## config.mk

```make
export PLATFORM = sky130hd
export DESIGN_NAME = pad_pull_bank
export DESIGN_NICKNAME = d
export VERILOG_FILES = /design/src/rtl/pad_pull_pkg.sv /design/src/rtl/pad_pull_decode.sv /design/src/rtl/pad_pull_word.sv /design/src/rtl/pad_pull_readmux.sv /design/src/rtl/pad_pull_bank.sv
export SDC_FILE = /design/constraint.sdc
export NUM_CORES = 1
export LEC_CHECK = 0
export CORE_UTILIZATION = 50
export DETAILED_ROUTE_END_ITERATION = 8
export PLACE_DENSITY = 0.89
export SYNTH_ARGS = -nofsm -noshare
export SYNTH_HDL_FRONTEND = slang
export SYNTH_HIERARCHICAL = 1
export SYNTH_SLANG_ARGS = --single-unit
```

## constraint.sdc

```tcl
create_clock -name clk -period 5.1 [get_ports clk]
set_clock_uncertainty 0.15 [all_clocks]
set_input_delay 0.51 -clock clk [delete_from_list [all_inputs] [get_ports clk]]
set_output_delay 0.51 -clock clk [all_outputs]
set_load 0.02 [all_outputs]
```

## src/rtl/pad_pull_pkg.sv

```systemverilog
package pad_pull_pkg;

    localparam int DEF_PINS   = 134;
    localparam int DEF_WORD_W = 16;
    localparam int SLOT_W     = 3;

    typedef enum logic [SLOT_W-1:0] {
        SLOT_EN_VAL  = 3'd0,
        SLOT_EN_SET  = 3'd1,
        SLOT_EN_CLR  = 3'd2,
        SLOT_SEL_VAL = 3'd4,
        SLOT_SEL_SET = 3'd5,
        SLOT_SEL_CLR = 3'd6
    } slot_e;

    typedef struct packed {
        logic en_set;
        logic en_clr;
        logic sel_set;
        logic sel_clr;
    } word_op_t;

    function automatic int words_for(input int pins, input int width);
        return (pins + width - 1) / width;
    endfunction

    // Pins whose pulls belong to another controller.
    function automatic logic pin_reserved(input int p);
        return (p >= 22  && p <= 27)  ||
               (p >= 47  && p <= 68)  ||
               (p >= 73  && p <= 78)  ||
               (p >= 100 && p <= 105) ||
               (p >= 119 && p <= 124);
    endfunction

endpackage

```

## src/rtl/pad_pull_decode.sv

```systemverilog
module pad_pull_decode
    import pad_pull_pkg::*;
#(
    parameter int WORDS  = 9,
    parameter int ADDR_W = 7
) (
    input  logic              wr_en,
    input  logic [ADDR_W-1:0] addr,
    output logic [WORDS-1:0]  word_hit,
    output word_op_t          op
);
    localparam int WIDX_W = ADDR_W - SLOT_W;

    logic [SLOT_W-1:0] slot;
    logic [WIDX_W-1:0] widx;

    assign slot = addr[SLOT_W-1:0];
    assign widx = addr[ADDR_W-1:SLOT_W];

    always_comb begin
        op         = '0;
        op.en_set  = wr_en && (slot == SLOT_EN_SET);
        op.en_clr  = wr_en && (slot == SLOT_EN_CLR);
        op.sel_set = wr_en && (slot == SLOT_SEL_SET);
        op.sel_clr = wr_en && (slot == SLOT_SEL_CLR);
    end

    for (genvar w = 0; w < WORDS; w++) begin : g_hit
        assign word_hit[w] = (widx == WIDX_W'(w));
    end
endmodule

```

## src/rtl/pad_pull_word.sv

```systemverilog
module pad_pull_word
    import pad_pull_pkg::*;
#(
    parameter int WORD_IDX = 0,
    parameter int WORD_W   = 16,
    parameter int NUM_PINS = 134
) (
    input  logic              clk,
    input  logic              rst,
    input  logic              hit,
    input  word_op_t          op,
    input  logic [WORD_W-1:0] wdata,
    output logic [WORD_W-1:0] en_q,
    output logic [WORD_W-1:0] sel_q
);
    logic [WORD_W-1:0] en_mask;
    logic [WORD_W-1:0] sel_mask;
    logic [WORD_W-1:0] en_d;
    logic [WORD_W-1:0] sel_d;

    for (genvar b = 0; b < WORD_W; b++) begin : g_mask
        localparam int PIN = WORD_IDX * WORD_W + b;
        assign sel_mask[b] = (PIN < NUM_PINS);
        assign en_mask[b]  = (PIN < NUM_PINS) && !pin_reserved(PIN);
    end

    always_comb begin
        en_d  = en_q;
        sel_d = sel_q;
        if (hit) begin
            if (op.en_set)  en_d  = en_q  |  wdata;
            if (op.en_clr)  en_d  = en_q  & ~wdata;
            if (op.sel_set) sel_d = sel_q |  wdata;
            if (op.sel_clr) sel_d = sel_q & ~wdata;
        end
    end

    always_ff @(posedge clk) begin
        if (rst) begin
            en_q  <= '0;
            sel_q <= '0;
        end else begin
            en_q  <= en_d & en_mask;
            sel_q <= sel_d & sel_mask;
        end
    end
endmodule

```

## src/rtl/pad_pull_readmux.sv

```systemverilog
module pad_pull_readmux
    import pad_pull_pkg::*;
#(
    parameter int WORDS  = 9,
    parameter int WORD_W = 16,
    parameter int ADDR_W = 7
) (
    input  logic [ADDR_W-1:0]             addr,
    input  logic [WORDS-1:0][WORD_W-1:0]  en_words,
    input  logic [WORDS-1:0][WORD_W-1:0]  sel_words,
    output logic [WORD_W-1:0]             data
);
    localparam int WIDX_W = ADDR_W - SLOT_W;

    logic [SLOT_W-1:0] slot;
    logic [WIDX_W-1:0] widx;

    assign slot = addr[SLOT_W-1:0];
    assign widx = addr[ADDR_W-1:SLOT_W];

    always_comb begin
        data = '0;
        for (int w = 0; w < WORDS; w++) begin
            if (widx == WIDX_W'(w)) begin
                if (slot == SLOT_EN_VAL)  data = en_words[w];
                if (slot == SLOT_SEL_VAL) data = sel_words[w];
            end
        end
    end
endmodule

```

## src/rtl/pad_pull_bank.sv

```systemverilog
module pad_pull_bank
    import pad_pull_pkg::*;
#(
    parameter  int NUM_PINS = DEF_PINS,
    parameter  int WORD_W   = DEF_WORD_W,
    localparam int WORDS    = words_for(NUM_PINS, WORD_W),
    localparam int ADDR_W   = $clog2(WORDS) + SLOT_W
) (
    input  logic                clk,
    input  logic                rst,
    input  logic                wr_en,
    input  logic                rd_en,
    input  logic [ADDR_W-1:0]   addr,
    input  logic [WORD_W-1:0]   wdata,
    output logic [WORD_W-1:0]   rd_data,
    output logic [NUM_PINS-1:0] pull_up,
    output logic [NUM_PINS-1:0] pull_down
);
    logic [WORDS-1:0]              word_hit;
    word_op_t                      op;
    logic [WORDS-1:0][WORD_W-1:0]  en_words;
    logic [WORDS-1:0][WORD_W-1:0]  sel_words;
    logic [WORD_W-1:0]             rd_next;
    logic [WORDS*WORD_W-1:0]       en_flat;
    logic [WORDS*WORD_W-1:0]       sel_flat;

    pad_pull_decode #(.WORDS(WORDS), .ADDR_W(ADDR_W)) u_decode (
        .wr_en    (wr_en),
        .addr     (addr),
        .word_hit (word_hit),
        .op       (op)
    );

    for (genvar w = 0; w < WORDS; w++) begin : g_word
        pad_pull_word #(
            .WORD_IDX (w),
            .WORD_W   (WORD_W),
            .NUM_PINS (NUM_PINS)
        ) u_word (
            .clk   (clk),
            .rst   (rst),
            .hit   (word_hit[w]),
            .op    (op),
            .wdata (wdata),
            .en_q  (en_words[w]),
            .sel_q (sel_words[w])
        );
    end

    pad_pull_readmux #(.WORDS(WORDS), .WORD_W(WORD_W), .ADDR_W(ADDR_W)) u_rmux (
        .addr      (addr),
        .en_words  (en_words),
        .sel_words (sel_words),
        .data      (rd_next)
    );

    always_ff @(posedge clk) begin
        if (rst)        rd_data <= '0;
        else if (rd_en) rd_data <= rd_next;
    end

    assign en_flat  = en_words;
    assign sel_flat = sel_words;

    always_comb begin
        for (int p = 0; p < NUM_PINS; p++) begin
            pull_up[p]   = en_flat[p] &  sel_flat[p];
            pull_down[p] = en_flat[p] & ~sel_flat[p];
        end
    end
endmodule

```

==> metrics.yaml <==
status: "finished clean"
finalHoldViolCount: 0
wl_um: 53600
yosysMostFrequentCell: "dfxtp_1"
required_ns: 5.39
fp.dieH_um: 172
rsz0062_at_grt: "no"
place_area_mm2: 0.0159
slowest_delay_ns: 1.17
hold_depth: 2
fin_area_mm2: 0.0166
netlist_area_mm2: 0.0144
wl_per_cell_um: 26.2
vias_per_cell: 6.93
syn_inst: 1545
die_w_um: 172
finalMaxSlewViolations: 0
grt_start_max_net_pins: 128
tightest_slew_ns: 1.43
yosys_warnings: 6
die-area_mm2: 0.0294
regArea_mm2: 0.00476
critPathSlowestCell: "and4bb_2"
path_delay_family: "simple AND/OR/NAND/NOR gates"
ys_types: 64
worst-path-buf-inv: 2
port_buffers: 218
period_share_pct: 56.7
cap_violations: 0
root_buffer: "clkbuf_16"
post-cts-setup-buffer-count: 0
num-nets-final: 1679
path_max_fanout: 64
boundaryPins: 311
grt_pass1_vias: 12605
ys_seq_area_share_pct: 33.2
crit_chain: "clkdlybuf4s50_1, buf_4, and4bb_2, a31oi_1, a311oi_1"
ctsResizeCount: 0
grt_pass1_wl_um: 77900
gp_congestion: 0.975
cts_max_level: 1
tns_ns: 0
fillers: 2408
num_vias: 14190
synthArstFlopShare_pct: 0
rows: 61
dp_cells: 2004
yosys-top-cells-area: "dfxtp_1 (33%), a311oi_1 (14%), a31oi_1 (9.8%)"
crit_type: "input port to register"
slew_headroom_pct: 4.42
synth_commonest_cells: "dfxtp_1 (238), a311oi_1 (225), a31oi_1 (224)"
tritoncts: "done"
insertion_delay_ns: 0.54
power_w: 0.00413
synth_top_area_share_pct: 33.2
drive_gt1_share_pct: 7.25
cts_buffers: 24
synth_seq_cells: 238
min_path_type: "register to register"
synth_top_area_cell: "dfxtp_1"
multi_input_area_mm2: 0.00816
leakagePower_nw: 5.69
worstSetupEndpointType: "register"
synth-edff-count: 0
core_area_mm2: 0.0280
start_util_pct: 51.3
drc: 0
final_antenna_net_count: 0
dpl.hpwl_um: 35400
syn2layout_area_growth_pct: 15.8
yosys_most_used_dff: "dfxtp_1"
path_clk_slew_ns: 0.07
final_cells: 2047
cp-start-kind: "input port"
crit_cells: 5
vdd_drop_max_mv: 0.194
p_per_area_mw_per_mm2: 248
clock_sinks: 238
arrival_ns: 3.18
syn_area_per_cell_um2: 9.30
drtIter0Drc: 2412
finalCriticalPeriod_ns: 2.89
fmax_mhz: 346
setup_viol: 0
firstDrtPassIters: 5
clockBufferDepth: 3
cts_hold_buf: 0
r2r_cells: 6
antenna_found_initial: 1
grt_overflow: 0
track_usage_pct: 34.9
==> metrics by stage <==
stage / hold slack [ns] / utilization [%] / setup WS, ns
2_1_floorplan: 0.369 / - / 1.87
3_3_place_gp: 0.353 / 56.6 / 1.69
3_5_place_dp: 0.376 / 56.6 / 1.74
4_1_cts: 0.396 / 59.4 / 2.30
5_1_grt: 0.413 / 59.4 / 2.02
6_report: 0.381 / 59.4 / 2.21
==> layer usage <==
| metal | share of wire (%) | wire, um | GRT usage [%] |
|---|---|---|---|
| met1 | 38 | 20600 | 47.2 |
| met2 | 44 | 23800 | 53.9 |
| met3 | 13 | 7010 | 7.59 |
| met4 | 4.1 | 2180 | 13.8 |
| met5 | 0 | 0 | 0 |
==> power by group <==
part           internal (W)  switching (W)  leakage [nW]  total [W]
logic              0.000115       0.000337          3.38   0.000452
clock network       0.00102       0.000780         0.393    0.00180
registers           0.00186     0.00000703          1.92    0.00187
total               0.00300        0.00112          5.69    0.00413
==> worst paths after layout <==
| check | start | endpoint | slack (ns) |
|---|---|---|---|
| worst min register to register | rd_data[6]$_SDFFE_PP0P_ | rd_data[6]$_SDFFE_PP0P_ | 0.38 |
| worst min-delay path | rd_data[6]$_SDFFE_PP0P_ | rd_data[6]$_SDFFE_PP0P_ | 0.38 |
| worst max-delay path | addr[4] | register | 2.21 |
| worst max register to register | register | rd_data[12]$_SDFFE_PP0P_ | 3.08 |
==> placed cells by master, fill, tap and decap left out, types with 15 or more instances in the layout <==
cell,n
a21oi_1,24
a311oi_1,225
a31oi_1,224
and2_1,134
buf_4,21
clkbuf_16,24
clkdlybuf4s50_1,214
conb_1,66
dfxtp_1,238
mux2i_1,89
nand2_1,18
nor2_1,34
nor2b_1,143
o21ai_0,15
o22ai_1,34
==> cell type report <==
type | instances | share of cell area, %
multi-input cells | 1138 | 49.0
clock buffers | 30 | 3.98
flip-flops and latches | 238 | 28.6
well taps | 378 | 2.84
inverters | 6 | 0.135
diodes | 1 | 0.0150
clock inverters | 12 | 0.744
repair buffers | 244 | 14.6
==> logic make-up (layout without fill, tap and decap cells) <==
group	after synthesis	after routing	synth area share, %
compound gates	587	587	30.0
buf+inv	228	292	12.1
flops	238	238	33.2
mux	110	110	8.57
other cells	7	67	0.183
simple gates	375	375	16.0
==> worst register-to-register path, cell delays in order (launching register included) <==
cell	delay, ns
dfxtp_1	0.35
nor2b_1	0.14
a2111oi_0	0.78
a2111o_1	0.21
o21ai_1	0.05
mux2i_1	0.14
nor2_1	0.06
Note: power is estimated with default switching activity, not from simulation.
